### config.mk
export PLATFORM = sky130hd
export DESIGN_NAME = phase_pulse_gen
export DESIGN_NICKNAME = d
export VERILOG_FILES = /design/src/rtl/phase_pulse_pkg.sv /design/src/rtl/phase_pulse_dp.sv /design/src/rtl/phase_pulse_ctrl.sv /design/src/rtl/phase_pulse_gen.sv
export SDC_FILE = /design/constraint.sdc
export NUM_CORES = 1
export LEC_CHECK = 0
export CORE_MARGIN = 2
export CORE_UTILIZATION = 65
export DETAILED_ROUTE_END_ITERATION = 12
export DONT_BUFFER_PORTS = 1
export PLACE_DENSITY = 0.84
export RECOVER_POWER = 50
export SLEW_MARGIN = 20
export SYNTH_ARGS = -nofsm -noshare
export SYNTH_HDL_FRONTEND = slang
export SYNTH_SLANG_ARGS = --single-unit
export TNS_END_PERCENT = 5
### constraint.sdc
create_clock -name clk -period 5.8 [get_ports clk]
set_input_delay 0.29 -clock clk [delete_from_list [all_inputs] [get_ports clk]]
set_output_delay 0.29 -clock clk [all_outputs]
set_load 0.01 [all_outputs]
### src/rtl/phase_pulse_pkg.sv
package phase_pulse_pkg;

  typedef enum logic [1:0] {
    SEL_HIGH = 2'd0,
    SEL_LOW  = 2'd1,
    SEL_EN   = 2'd2,
    SEL_NONE = 2'd3
  } wrSel_e;

  typedef enum logic [1:0] {
    PH_IDLE = 2'd0,
    PH_HIGH = 2'd1,
    PH_LOW  = 2'd2
  } phase_e;

  // Strobes from control to datapath
  typedef struct packed {
    logic startPulse; // latch both lengths, begin high phase
    logic enterLow;   // load latched low length
    logic countDown;  // decrement the phase counter
  } ctrlStrobe_t;

  // Status from datapath to control
  typedef struct packed {
    logic enabled;
    logic lastTick;
  } dpStatus_t;

endpackage

### src/rtl/phase_pulse_dp.sv
module phase_pulse_dp
  import phase_pulse_pkg::*;
#(
  parameter int LEN_W = 32,
  parameter int SEL_W = 2,
  parameter logic [LEN_W-1:0] RESET_HIGH = 1,
  parameter logic [LEN_W-1:0] RESET_LOW = 1
) (
  input  logic             clk,
  input  logic             rstN,
  input  logic             wrEn,
  input  logic [SEL_W-1:0] wrSel,
  input  logic [LEN_W-1:0] wrData,
  input  ctrlStrobe_t      strobe,
  output dpStatus_t        status
);

  localparam logic [LEN_W-1:0] ONE = LEN_W'(1);
  localparam int NREG = 2;

  logic [LEN_W-1:0] lenReg [NREG];
  logic [LEN_W-1:0] lenEff [NREG];
  logic             enReg;
  logic [LEN_W-1:0] phaseCnt;
  logic [LEN_W-1:0] lowHold;

  // Programmable length registers, one per phase
  for (genvar g = 0; g < NREG; g++) begin : gLenReg
    localparam logic [LEN_W-1:0] INIT = (g == 0) ? RESET_HIGH : RESET_LOW;
    always_ff @(posedge clk or negedge rstN) begin
      if (!rstN) begin
        lenReg[g] <= INIT;
      end else if (wrEn && (wrSel == SEL_W'(g))) begin
        lenReg[g] <= wrData;
      end
    end
    // Zero length is stretched to a single tick
    always_comb begin
      lenEff[g] = (lenReg[g] == '0) ? ONE : lenReg[g];
    end
  end

  always_ff @(posedge clk or negedge rstN) begin
    if (!rstN) begin
      enReg <= 1'b0;
    end else if (wrEn && (wrSel == SEL_W'(SEL_EN))) begin
      enReg <= wrData[0];
    end
  end

  // Working counters, loaded only at pulse boundaries
  always_ff @(posedge clk or negedge rstN) begin
    if (!rstN) begin
      phaseCnt <= ONE;
      lowHold  <= ONE;
    end else if (strobe.startPulse) begin
      phaseCnt <= lenEff[0];
      lowHold  <= lenEff[1];
    end else if (strobe.enterLow) begin
      phaseCnt <= lowHold;
    end else if (strobe.countDown && (phaseCnt != ONE)) begin
      phaseCnt <= phaseCnt - ONE;
    end
  end

  always_comb begin
    status.enabled  = enReg;
    status.lastTick = (phaseCnt == ONE);
  end

endmodule

### src/rtl/phase_pulse_ctrl.sv
module phase_pulse_ctrl
  import phase_pulse_pkg::*;
(
  input  logic        clk,
  input  logic        rstN,
  input  dpStatus_t   status,
  output ctrlStrobe_t strobe,
  output logic        pulseOut,
  output logic        pulseStart
);

  phase_e phase, phaseNext;
  logic   startQ;

  always_comb begin
    strobe    = '0;
    phaseNext = phase;
    if (!status.enabled) begin
      phaseNext = PH_IDLE;
    end else begin
      unique case (phase)
        PH_IDLE: begin
          strobe.startPulse = 1'b1;
          phaseNext = PH_HIGH;
        end
        PH_HIGH: begin
          if (status.lastTick) begin
            strobe.enterLow = 1'b1;
            phaseNext = PH_LOW;
          end else begin
            strobe.countDown = 1'b1;
          end
        end
        PH_LOW: begin
          if (status.lastTick) begin
            strobe.startPulse = 1'b1;
            phaseNext = PH_HIGH;
          end else begin
            strobe.countDown = 1'b1;
          end
        end
        default: phaseNext = PH_IDLE;
      endcase
    end
  end

  always_ff @(posedge clk or negedge rstN) begin
    if (!rstN) begin
      phase  <= PH_IDLE;
      startQ <= 1'b0;
    end else begin
      phase  <= phaseNext;
      startQ <= strobe.startPulse;
    end
  end

  // Enable gates the outputs so a disable silences them at once
  always_comb begin
    pulseOut   = (phase == PH_HIGH) && status.enabled;
    pulseStart = startQ && status.enabled;
  end

endmodule

### src/rtl/phase_pulse_gen.sv
module phase_pulse_gen
  import phase_pulse_pkg::*;
#(
  parameter int LEN_W = 32,
  parameter int SEL_W = 2
) (
  input  logic             clk,
  input  logic             rstN,
  input  logic             wrEn,
  input  logic [SEL_W-1:0] wrSel,
  input  logic [LEN_W-1:0] wrData,
  output logic             pulseOut,
  output logic             pulseStart
);

  ctrlStrobe_t strobe;
  dpStatus_t   status;

  phase_pulse_dp #(
    .LEN_W(LEN_W),
    .SEL_W(SEL_W)
  ) i_dp (
    .clk    (clk),
    .rstN   (rstN),
    .wrEn   (wrEn),
    .wrSel  (wrSel),
    .wrData (wrData),
    .strobe (strobe),
    .status (status)
  );

  phase_pulse_ctrl i_ctrl (
    .clk        (clk),
    .rstN       (rstN),
    .status     (status),
    .strobe     (strobe),
    .pulseOut   (pulseOut),
    .pulseStart (pulseStart)
  );

endmodule

Word level (Yosys, flattened, before mapping):

Index checks and enable logic that the tools add are counted.

* flip-flop bits (word level): 132
* output and inout bits: 2
* word-level logic and storage cells: 44

* add/subtract/negate cells: 1
* equal/unequal tests: 8
* mux-type cells: 15
* reductions and logical operators: 13

Operator list (number)
* 2-to-1 mux 32 bit: 5
* zero test 32 bit: 2
* equality test 32 x 1 -> 1 bit, second input constant: 1
* != test 32 x 1 -> 1 bit, second input constant: 1
* subtractor 32 x 1 -> 32 bit, second input constant: 1
* logical AND 1 bit: 6
* 2-to-1 mux 2 bit: 3
* != test 3 x 2 -> 1 bit, second input constant: 2
* case mux 2 bit (3 select lines): 1
* equality test 2 x 1 -> 1 bit, second input constant: 2
* equality test 2 bit, second input constant: 2
* zero test 2 bit: 2
* 2-to-1 mux 1 bit: 4
* 2-to-1 mux 3 bit: 1
* nonzero test 3 bit: 1
* case mux 1 bit (2 select lines): 1
* AND reduction 2 bit: 1
* OR reduction 2 bit: 1

Logic depth before layout (Yosys ltp):

Gate-level depths: netlist of run 1.

* depth in word-level cells: 8
* gate-level depth with buffers: 10
* mapped depth without buffers: 8

Cells and area by module:

A second synthesis of run 1 with hierarchy kept.

* cells, all modules: 562
* area total of the unflattened synthesis: 6394.9 um^2

By module, submodules not included
* phase_pulse_dp: times used 1, cells an instance 541, area an instance 6174.7 um^2, seq. area each 3233.1 um^2
* phase_pulse_ctrl: times used 1, cells an instance 21, area an instance 220.2 um^2, seq. area each 75.1 um^2

Worst setup path before layout of run 1:

Ideal clock, no wire load.

* path kind: register to register
* start: reg i_dp.phaseCnt[3]
* end: reg i_dp.phaseCnt[0]
* setup time: 0.080 ns
* data arrival time: 2.135 ns
* data required time: 5.720 ns
* slack: 3.585 ns
* stages on the path, launching flop included: 7
* buffers on the path: 0
* clock period less this slack: 2.215 ns
* cell sequence: dfrtp_1 or4_4 nor2_2 and4_4 a41oi_2 or3_1 a32o_1

* word-level cells in the longest chain between the ends: 6
* elaborated cells on any way between the ends: 12

Ends and longest elaborated chain
* start: declaration: RTL line phase_pulse_dp.sv:24 `logic [LEN_W-1:0] phaseCnt;`
* start signal: assignment: RTL line phase_pulse_dp.sv:57 `phaseCnt <= lenEff[0];`
* start signal: assignment: RTL line phase_pulse_dp.sv:60 `phaseCnt <= lowHold;`
* start signal: assignment: RTL line phase_pulse_dp.sv:62 `phaseCnt <= phaseCnt - ONE;`
* equality test 32 x 1 -> 1 bit: RTL line phase_pulse_dp.sv:68 `status.lastTick = (phaseCnt == ONE);`
* 2-to-1 mux 1 bit: RTL line phase_pulse_ctrl.sv:27, phase_pulse_ctrl.sv:35
* 2-to-1 mux 1 bit (on tied branches)
* 2-to-1 mux 3 bit: RTL line phase_pulse_ctrl.sv:18 `if (!status.enabled) begin`
* 2-to-1 mux 32 bit / logical AND 1 bit (equally long branches): RTL line phase_pulse_dp.sv:59, phase_pulse_dp.sv:61
* 2-to-1 mux 32 bit / nonzero test 3 bit (equally long branches)

Several ways; a longest one is shown, not always the timed one.
A chain may end at the register's enable or synchronous reset.

Worst setup path after layout of run 1:

* start: reg i_dp.phaseCnt[3]
* end: reg i_dp.phaseCnt[10]

* word-level cells in the longest chain between the ends: 6
* elaborated cells on any way between the ends: 14

Ends and longest elaborated chain
* parallel branches: the longest is 6 deep, another holds subtractor 32 x 1 -> 32 bit

Parallel ways; which one is timed is not known. The select of a mux whose other input is x is not followed.

==> results of run 1 <==
## layer usage
layer | vias to the layer above | wire length, um
li1 | 2428 | -
met1 | 2833 | 7030
met2 | 469 | 8610
met3 | 92 | 2020
met4 | 0 | 712
met5 | - | 0
## report_power, final
part           internal, W  total, W  leakage, nW  switching [W]
clock             0.000630   0.00106        0.276       0.000431
sequential         0.00124   0.00160         1.55       0.000353
combinational     0.000487   0.00118         1.23       0.000689
## worst min path at each step
stage             start  slack (ps)                          end  cells past startpoint
2_1_floorplan      rstN          -6  i_ctrl.phase[0]$_DFFE_PN0P_                      0
3_3_place_gp       rstN        -0.9  i_dp.lenReg[25]$_DFFE_PN0P_                      0
3_5_place_dp       rstN        -0.7  i_dp.lenReg[25]$_DFFE_PN0P_                      0
4_1_cts        wrSel[0]          10       i_dp.enReg$_DFFE_PN0P_                      2
5_1_grt        wrSel[0]          20       i_dp.enReg$_DFFE_PN0P_                      2
6_report       wrSel[0]          30       i_dp.enReg$_DFFE_PN0P_                      2
## registers in the layout, summed over array words and instances (netlist names)
register       count
i_dp.lowHold      32
i_dp.phaseCnt     32
i_ctrl.phase       2
i_dp.lenReg       64
i_ctrl.startQ      1
i_dp.enReg         1
## cells in the final DEF (no fill, tap or decap), types with 5 or more instances in the layout
cell / Yosys / layout
sky130_fd_sc_hd__a211o_1: 14 / 14
sky130_fd_sc_hd__a31oi_1: 60 / 60
sky130_fd_sc_hd__and2_1: 5 / 5
sky130_fd_sc_hd__clkbuf_16: 0 / 16
sky130_fd_sc_hd__dfrtp_1: 128 / 128
sky130_fd_sc_hd__dlygate4sd3_1: 0 / 35
sky130_fd_sc_hd__ha_1: 6 / 6
sky130_fd_sc_hd__inv_1: 5 / 5
sky130_fd_sc_hd__mux2_2: 65 / 64
sky130_fd_sc_hd__nand2_1: 132 / 132
sky130_fd_sc_hd__nand4_1: 11 / 11
sky130_fd_sc_hd__nor2_1: 12 / 12
sky130_fd_sc_hd__nor3_1: 26 / 26
sky130_fd_sc_hd__nor4_1: 28 / 28
sky130_fd_sc_hd__o211ai_1: 14 / 14
sky130_fd_sc_hd__o21ai_0: 20 / 20
sky130_fd_sc_hd__or3_1: 8 / 8
sky130_fd_sc_hd__xnor2_1: 20 / 20
sky130_fd_sc_hd__xor2_1: 8 / 8
## stage by stage
step	setup WS [ps]	hold WS [ps]
after floorplan	3580	-5.59
after global placement	1960	-0.923
after detailed placement	1750	-0.659
after CTS	1660	14.3
after global routing	1860	25.0
final	1890	25.6
## worst reg2reg max path, cell delays in order, from the launching register on
cell and delay, ps:
sky130_fd_sc_hd__dfrtp_1 480, sky130_fd_sc_hd__or4_4 610, sky130_fd_sc_hd__nor2_2 150, sky130_fd_sc_hd__nand4_2 810, sky130_fd_sc_hd__o21ai_2 390, sky130_fd_sc_hd__buf_4 390
sky130_fd_sc_hd__and3_2 690, sky130_fd_sc_hd__a31oi_1 230
## final cells by class
type	instances	area (um^2)	share of cell area
Inverter	6	22.5	0.00295
Clock buffer	19	432	0.0566
Sequential cell	132	3310	0.434
Clock inverter	13	149	0.0195
Timing Repair Buffer	42	393	0.0515
Multi-Input combinational cell	474	3160	0.414
Tap cell	133	166	0.0218
## cells by family after synthesis
logic type      synth area share
mux                        0.111
buf+inv                   0.0325
xor+xnor                  0.0368
fa+ha+maj                 0.0113
flops                      0.496
compound gates             0.122
simple gates               0.190
## timing repair
action | 4_1_cts | 5_1_grt
hold buffers | 36 | 0
endpoints found under the setup margin | 0 | 0
setup buffers | 0 | 0
hold endpoints to repair | 197 | 0
==> impl_table.tex, run 1 <==
\begin{tabular}{lr}
\hline
Metric & Value \\
\hline
\multicolumn{2}{l}{\textbf{Critical path}} \\
\quad Cell with the biggest individual delay on the critical path & sky130\_fd\_sc\_hd\_\_nand4\_2 \\
\quad FF-to-FF Start & i\_dp.phaseCnt[3]\$\_DFFE\_PN0P\_ \\
\quad Startpoint of the most critical setup path & i\_dp.phaseCnt[3]\$\_DFFE\_PN0P\_ \\
\quad Data required time of the worst path & 6160 ps \\
\quad Dominant delay contributor by cell family on the critical path & simple AND/OR/NAND/NOR gates \\
\quad Levels on crit path & 7 \\
\quad Number of cells on the worst reg-to-reg path & 7 \\
\quad Ordered cell list for the critical path & or4\_4 > nor2\_2 > nand4\_2 > o21ai\_2 > buf\_4 > and3\_2 > a31oi\_1 \\
\quad Crit path to & i\_dp.phaseCnt[10]\$\_DFFE\_PN0P\_ \\
\quad Reg2Reg Capture Point & i\_dp.phaseCnt[10]\$\_DFFE\_PN0P\_ \\
\quad Highest net fanout along the worst path & 35 \\
\quad Worst reg2reg setup slack & 1890 ps \\
\quad Buffers plus inverters on the worst setup path & 1 \\
\quad Worst Setup Path Type & reg -> reg \\
\quad Data arrival time of the worst path & 4270 ps \\
\quad Maximum single-stage delay on the critical path & 810 ps \\
\quad Endpoint type of the worst setup path & flop \\
\quad Worst Setup Start Kind & flop \\
\multicolumn{2}{l}{\textbf{Cells and area}} \\
\quad Non-Filler Cell Area, Final & 0.00763 mm\^{}2 \\
\quad Final core area utilization & 0.773 \\
\quad Synthesis-to-layout area growth & 14.5\% \\
\quad Fill cell instance count of the final layout & 540 \\
\quad NumNets Final & 716 \\
\quad Post-route insts no fill & 819 \\
\quad Layout cells sized above 1 & 0.173 \\
\quad Count of inserted antenna diode cells & 0 \\
\multicolumn{2}{l}{\textbf{Synth}} \\
\quad Number of enable-type register cells in the synthesized netlist & 0 \\
\quad Proportion of synthesized flip-flops having asynchronous set or reset & 1.00 \\
\quad Library cell with the highest instance count after synthesis & sky130\_fd\_sc\_hd\_\_nand2\_1 \\
\quad Synthesized instance count & 656 \\
\quad Flops \& latches, synth & 132 \\
\quad Most numerous cell types in the synthesized netlist & 132 x sky130\_fd\_sc\_hd\_\_nand2\_1, 128 x sky130\_fd\_sc\_hd\_\_dfrtp\_1, 65 x sky130\_fd\_sc\_hd\_\_mux2\_2 \\
\quad Fraction of synthesized cell area taken by the top area cell type & 0.481 \\
\quad Main flop type after synthesis & sky130\_fd\_sc\_hd\_\_dfrtp\_1 \\
\quad Number of nets in the synthesized netlist & 699 \\
\quad Synthesized area per cell & 10.2 um\^{}2 \\
\quad Number of different library cells in the post-synthesis netlist & 51 \\
\quad Cells taking the most area after synthesis & sky130\_fd\_sc\_hd\_\_dfrtp\_1 48\%, sky130\_fd\_sc\_hd\_\_mux2\_2 11\%, sky130\_fd\_sc\_hd\_\_nand2\_1 7.4\% \\
\quad Total number of yosys warnings & 0 \\
\quad Synth area leader & sky130\_fd\_sc\_hd\_\_dfrtp\_1 \\
\quad Sequential fraction of the synthesis area & 0.496 \\
\quad Post-Syn Area & 0.00666 mm\^{}2 \\
\multicolumn{2}{l}{\textbf{Place}} \\
\quad DP Area & 0.00670 mm\^{}2 \\
\quad Count of input and output buffers & 0 \\
\quad Placer Congestion & 0.947 \\
\quad Post-detailed-placement half-perimeter wirelength & 10300 um \\
\quad Cell count after placement & 751 \\
\multicolumn{2}{l}{\textbf{Route}} \\
\quad Post-route DRC & 0 \\
\quad Count of antenna-violating nets left after detailed routing & 0 \\
\quad Routed length per placed instance & 22.4 um \\
\quad First-iteration detailed-routing DRC count & 927 \\
\quad Via Count & 5822 \\
\quad Drt pass-1 iters & 6 \\
\quad Via density & 7.11 \\
\quad Aggregate routed wire length & 18400 um \\
\multicolumn{2}{l}{\textbf{Global routing}} \\
\quad Fraction of met3 tracks used by global routing & 0.0928 \\
\quad Met1 GRT Util & 0.452 \\
\quad Number of global-route vias before repair & 5576 \\
\quad Met2 track demand over resource in global routing & 0.535 \\
\quad Wire length of the first global-routing pass & 29500 um \\
\quad Total congestion overflow after global routing & 0 \\
\quad Total routing resource utilization after global routing & 0.342 \\
\quad Busiest layer in global routing & met2 \\
\quad Maximum number of pins on one net before global-route repair & 133 \\
\quad Initial antenna violation count & 0 \\
\multicolumn{2}{l}{\textbf{Run}} \\
\quad \# Max-Cap Violations & 3 \\
\multicolumn{2}{l}{\textbf{Power and ir drop}} \\
\quad VDD IR max & 302 uV \\
\quad Leakage power summed over all cells & 3.06 nW \\
\quad Final Power & 0.00383 W \\
\quad Power Dens Cells & 503 mW/mm\^{}2 \\
\multicolumn{2}{l}{\textbf{STA}} \\
\quad Max-Slew Margin vs Limit & -1.12 \\
\quad Final period demand of the worst path & 3910 ps \\
\quad Highest clock rate & 256 MHz \\
\quad Setup-violating endpoint count in the final report & 0 \\
\quad Post-route clock skew & 8.37 ps \\
\quad Number of pins exceeding their max-slew limit in the final report & 199 \\
\quad Worst-Margin Slew & 3170 ps \\
\quad TNS Setup & 0 ps \\
\quad Share of the clock period used by the worst path after layout & 0.674 \\
\quad Final hold violations & 0 \\
\quad Setup repair after global routing missed its margin & no \\
\multicolumn{2}{l}{\textbf{Die}} \\
\quad X dimension of the die & 105 um \\
\quad Number of top-level pins & 39 \\
\quad Count of standard-cell rows & 36 \\
\quad Total die area & 0.0111 mm\^{}2 \\
\quad Starting density of the core & 0.676 \\
\quad Height of the die & 105 um \\
\quad Core footprint & 0.00986 mm\^{}2 \\
\multicolumn{2}{l}{\textbf{Clocking}} \\
\quad CTS tree & built \\
\quad Depth of the CTS H-tree & 4 \\
\quad Max Buffers Root-to-Sink & 2 \\
\quad Master cell of the clock root buffer & sky130\_fd\_sc\_hd\_\_clkbuf\_8 \\
\quad Number of buffers added by the clock tree synthesis step & 17 \\
\quad Number of instances resized during post-cts repair & 0 \\
\quad Number of clock sinks & 132 \\
\quad Worst-path clk slew & 60 ps \\
\quad Clock latency of the later-clocked register in the worst-skew pair & 530 ps \\
\multicolumn{2}{l}{\textbf{Worst hold path}} \\
\quad Path type of the worst min-delay path & in -> reg \\
\multicolumn{2}{l}{\textbf{Run status}} \\
\quad Status & finished, violations left \\
\quad Violations in the final reports & capacitance limit, slew limit \\
\hline
\end{tabular}
Note: power is estimated with default switching activity, not from simulation.
==> run 2, diff against run 1 <==
--- a/config.mk
+++ b/config.mk
@@ -5,11 +5,12 @@
 export SDC_FILE = /design/constraint.sdc
 export NUM_CORES = 1
 export LEC_CHECK = 0
+export ABC_AREA = 1
 export CORE_MARGIN = 2
-export CORE_UTILIZATION = 65
+export CORE_UTILIZATION = 58
 export DETAILED_ROUTE_END_ITERATION = 12
 export DONT_BUFFER_PORTS = 1
-export PLACE_DENSITY = 0.84
+export PLACE_DENSITY = 0.79
 export RECOVER_POWER = 50
 export SLEW_MARGIN = 20
 export SYNTH_ARGS = -nofsm -noshare
==> constraint.sdc (replaced) <==
create_clock -name clk -period 3.3 [get_ports clk]
set_input_delay 0.165 -clock clk [delete_from_list [all_inputs] [get_ports clk]]
set_output_delay 0.165 -clock clk [all_outputs]
set_load 0.01 [all_outputs]
==> impl_table.tex, run 2 <==
\begin{tabular}{lr}
\hline
Metric & Value \\
\hline
\multicolumn{2}{l}{\textbf{Synth}} \\
\quad Fraction of synthesized cell area taken by the top area cell type & 0.445 \\
\quad Post-Syn Area & 0.00720 mm\^{}2 \\
\quad Most numerous cell types in the synthesized netlist & 410 x sky130\_fd\_sc\_hd\_\_nand2\_1, 128 x sky130\_fd\_sc\_hd\_\_dfrtp\_1, 103 x sky130\_fd\_sc\_hd\_\_nor2\_1 \\
\quad Flops \& latches, synth & 132 \\
\quad Synth area leader & sky130\_fd\_sc\_hd\_\_dfrtp\_1 \\
\quad Main flop type after synthesis & sky130\_fd\_sc\_hd\_\_dfrtp\_1 \\
\quad Library cell with the highest instance count after synthesis & sky130\_fd\_sc\_hd\_\_nand2\_1 \\
\quad Cells taking the most area after synthesis & sky130\_fd\_sc\_hd\_\_dfrtp\_1 44\%, sky130\_fd\_sc\_hd\_\_nand2\_1 21\%, sky130\_fd\_sc\_hd\_\_nor2\_1 5.4\% \\
\quad Proportion of synthesized flip-flops having asynchronous set or reset & 1.00 \\
\quad Number of nets in the synthesized netlist & 1039 \\
\quad Number of enable-type register cells in the synthesized netlist & 0 \\
\quad Sequential fraction of the synthesis area & 0.460 \\
\quad Total number of yosys warnings & 0 \\
\quad Synthesized area per cell & 7.23 um\^{}2 \\
\quad Number of different library cells in the post-synthesis netlist & 31 \\
\quad Synthesized instance count & 996 \\
\multicolumn{2}{l}{\textbf{STA}} \\
\quad Number of pins exceeding their max-slew limit in the final report & 198 \\
\quad Max-Slew Margin vs Limit & -0.244 \\
\quad Setup-violating endpoint count in the final report & 0 \\
\quad Final hold violations & 0 \\
\quad TNS Setup & 0 ps \\
\quad Setup repair after global routing missed its margin & no \\
\quad Share of the clock period used by the worst path after layout & 0.724 \\
\quad Highest clock rate & 418 MHz \\
\quad Post-route clock skew & 9.04 ps \\
\quad Final period demand of the worst path & 2390 ps \\
\quad Worst-Margin Slew & 1860 ps \\
\multicolumn{2}{l}{\textbf{Place}} \\
\quad Count of input and output buffers & 0 \\
\quad DP Area & 0.00725 mm\^{}2 \\
\quad Placer Congestion & 0.949 \\
\quad Post-detailed-placement half-perimeter wirelength & 11800 um \\
\multicolumn{2}{l}{\textbf{Critical path}} \\
\quad FF-to-FF Start & i\_dp.phaseCnt[0]\$\_DFFE\_PN1P\_ \\
\quad Worst Setup Start Kind & flop \\
\quad Highest net fanout along the worst path & 28 \\
\quad Number of cells on the worst reg-to-reg path & 12 \\
\quad Worst Setup Path Type & reg -> reg \\
\quad Crit path to & i\_dp.phaseCnt[17]\$\_DFFE\_PN0P\_ \\
\quad Worst reg2reg setup slack & 910 ps \\
\quad Endpoint type of the worst setup path & flop \\
\quad Startpoint of the most critical setup path & i\_dp.phaseCnt[0]\$\_DFFE\_PN1P\_ \\
\quad Reg2Reg Capture Point & i\_dp.phaseCnt[17]\$\_DFFE\_PN0P\_ \\
\quad Data arrival time of the worst path & 2740 ps \\
\quad Data required time of the worst path & 3650 ps \\
\multicolumn{2}{l}{\textbf{Clocking}} \\
\quad Worst-path clk slew & 60 ps \\
\quad Number of buffers added by the clock tree synthesis step & 17 \\
\quad Number of clock sinks & 132 \\
\quad Depth of the CTS H-tree & 4 \\
\quad Post-CTS setup buffer count & 0 \\
\quad Master cell of the clock root buffer & sky130\_fd\_sc\_hd\_\_clkbuf\_16 \\
\quad Clock latency of the later-clocked register in the worst-skew pair & 420 ps \\
\quad Max Buffers Root-to-Sink & 2 \\
\quad CTS tree & built \\
\multicolumn{2}{l}{\textbf{Global routing}} \\
\quad Number of global-route vias before repair & 6213 \\
\quad Total routing resource utilization after global routing & 0.303 \\
\quad Total congestion overflow after global routing & 0 \\
\quad Wire length of the first global-routing pass & 31400 um \\
\quad Maximum number of pins on one net before global-route repair & 133 \\
\quad Initial antenna violation count & 0 \\
\multicolumn{2}{l}{\textbf{Power and ir drop}} \\
\quad VDD IR max & 468 uV \\
\quad Power Dens Cells & 887 mW/mm\^{}2 \\
\quad Leakage power summed over all cells & 4.25 nW \\
\multicolumn{2}{l}{\textbf{Cells and area}} \\
\quad Layout cells sized above 1 & 0.0671 \\
\quad Commonest non-fill, non-tap cells in the layout & 408 x sky130\_fd\_sc\_hd\_\_nand2\_1, 128 x sky130\_fd\_sc\_hd\_\_dfrtp\_1, 103 x sky130\_fd\_sc\_hd\_\_nor2\_1, 83 x sky130\_fd\_sc\_hd\_\_inv\_1, 76 x sky130\_fd\_sc\_hd\_\_o21ai\_0 \\
\quad Count of inserted antenna diode cells & 0 \\
\quad Synthesis-to-layout area growth & 13.5\% \\
\quad Number of flip-flops under the largest register name & 64 \\
\quad Largest registers & i\_dp.lenReg x64, i\_dp.lowHold x32, i\_dp.phaseCnt x32 \\
\quad Non-Filler Cell Area, Final & 0.00817 mm\^{}2 \\
\quad NumNets Final & 1058 \\
\quad Biggest register & i\_dp.lenReg \\
\quad Leading cell type in the layout, fill and taps excluded & sky130\_fd\_sc\_hd\_\_nand2\_1 \\
\multicolumn{2}{l}{\textbf{Die}} \\
\quad Number of top-level pins & 39 \\
\quad Count of standard-cell rows & 40 \\
\quad Total die area & 0.0133 mm\^{}2 \\
\quad X dimension of the die & 115 um \\
\quad Height of the die & 115 um \\
\quad Starting density of the core & 0.597 \\
\quad Core footprint & 0.0121 mm\^{}2 \\
\multicolumn{2}{l}{\textbf{Run}} \\
\quad \# Max-Cap Violations & 2 \\
\multicolumn{2}{l}{\textbf{Route}} \\
\quad Count of antenna-violating nets left after detailed routing & 0 \\
\quad Via Count & 6581 \\
\quad Via density & 5.50 \\
\quad Aggregate routed wire length & 18900 um \\
\quad First-iteration detailed-routing DRC count & 579 \\
\quad Routed length per placed instance & 15.8 um \\
\quad Post-route DRC & 0 \\
\quad Drt pass-1 iters & 5 \\
\multicolumn{2}{l}{\textbf{Run status}} \\
\quad Status & finished, violations left \\
\quad Violations in the final reports & capacitance limit, slew limit \\
\multicolumn{2}{l}{\textbf{Worst hold path}} \\
\quad Path type of the worst min-delay path & in -> reg \\
\quad HP Start & wrData[31] \\
\hline
\end{tabular}
-- run 2: changes by cell type after synthesis, moves of 56 or more --
cell,before,now
sky130_fd_sc_hd__inv_1,5,83
sky130_fd_sc_hd__mux2_2,65,0
sky130_fd_sc_hd__a31oi_1,60,0
sky130_fd_sc_hd__nor2_1,12,103
sky130_fd_sc_hd__nand2_1,132,410
sky130_fd_sc_hd__o21ai_0,20,76
-- run 2: layout make-up --
| cell class | instances | area, um^2 |
|---|---|---|
| multi-input combinational | 741 | 3380 |
| fill | 917 | 3890 |
| tap | 168 | 210 |
| inverter | 84 | 315 |
| clock inverter | 13 | 111 |
| clock buffer | 19 | 453 |
| timing repair buffer | 39 | 393 |
| sequential | 132 | 3310 |
-- run 2: power by group --
group / switching [W] / total [W] / internal, W
Combinational: 0.00192 / 0.00287 / 0.000947
Sequential: 0.000461 / 0.00258 / 0.00212
Clock: 0.000778 / 0.00180 / 0.00103
-- run 2: logic make-up after synthesis --
logic type,Yosys count,share of synthesized area
adders and majority gates,6,0.0104
xor gates and xnor gates,8,0.00973
and+or+nand+nor,638,0.384
AOI/OAI and AO/OA,89,0.0648
buffers and inverters,123,0.0714
DFF,132,0.460
-- run 2: worst min path at each step --
stage | endpoint | depth (start not counted)
CTS | i_dp.lenReg[57]$_DFFE_PN0P_ | 2
detailed placement | i_dp.lenReg[57]$_DFFE_PN0P_ | 0
global placement | i_dp.lenReg[24]$_DFFE_PN0P_ | 0
floorplan | i_ctrl.phase[0]$_DFFE_PN0P_ | 0
global route | i_dp.lenReg[31]$_DFFE_PN0P_ | 3
finish | i_dp.lenReg[31]$_DFFE_PN0P_ | 3
-- run 2: per-stage QoR --
step | cells | setup slack [ps] | utilization | total power, W | hold WS (ps)
2_1_floorplan | 996 | 1430 | - | 0.00466 | -131
3_3_place_gp | 1128 | 974 | 0.601 | 0.00523 | -129
3_5_place_dp | 1128 | 946 | 0.601 | 0.00529 | -129
4_1_cts | 1196 | 935 | 0.679 | 0.00718 | 405
5_1_grt | 1196 | 749 | 0.677 | 0.00777 | 472
6_report | 1196 | 910 | 0.677 | 0.00725 | 462
-- run 2: timing repair --
action                     in CTS  in global routing
gates resized for setup         0                  0
setup endpoints to repair       0                  0
hold buffers                   36                  0
hold endpoints to repair      196                  0
-- run 2: worst max-delay path, stage by stage, from the launching register on --
cell	delay, ps
sky130_fd_sc_hd__dfstp_2	550
sky130_fd_sc_hd__ha_1	180
sky130_fd_sc_hd__nand2_1	60
sky130_fd_sc_hd__nor2_1	130
sky130_fd_sc_hd__nand3_2	170
sky130_fd_sc_hd__nor2_8	340
sky130_fd_sc_hd__nand2_2	100
sky130_fd_sc_hd__buf_4	260
sky130_fd_sc_hd__nand2_1	180
sky130_fd_sc_hd__nand3_1	80
sky130_fd_sc_hd__nand2_1	120
sky130_fd_sc_hd__nand2_1	60
sky130_fd_sc_hd__nand2_1	80
-- run 2: per-layer routing --
metal / global-route usage / routed length, um / vias to the layer above
met4: 0.103 / 412 / 0
met1: 0.439 / 8610 / 3095
met5: 0 / 0 / -
met2: 0.464 / 8580 / 275
met3: 0.0559 / 1320 / 37
li1: - / - / 3174
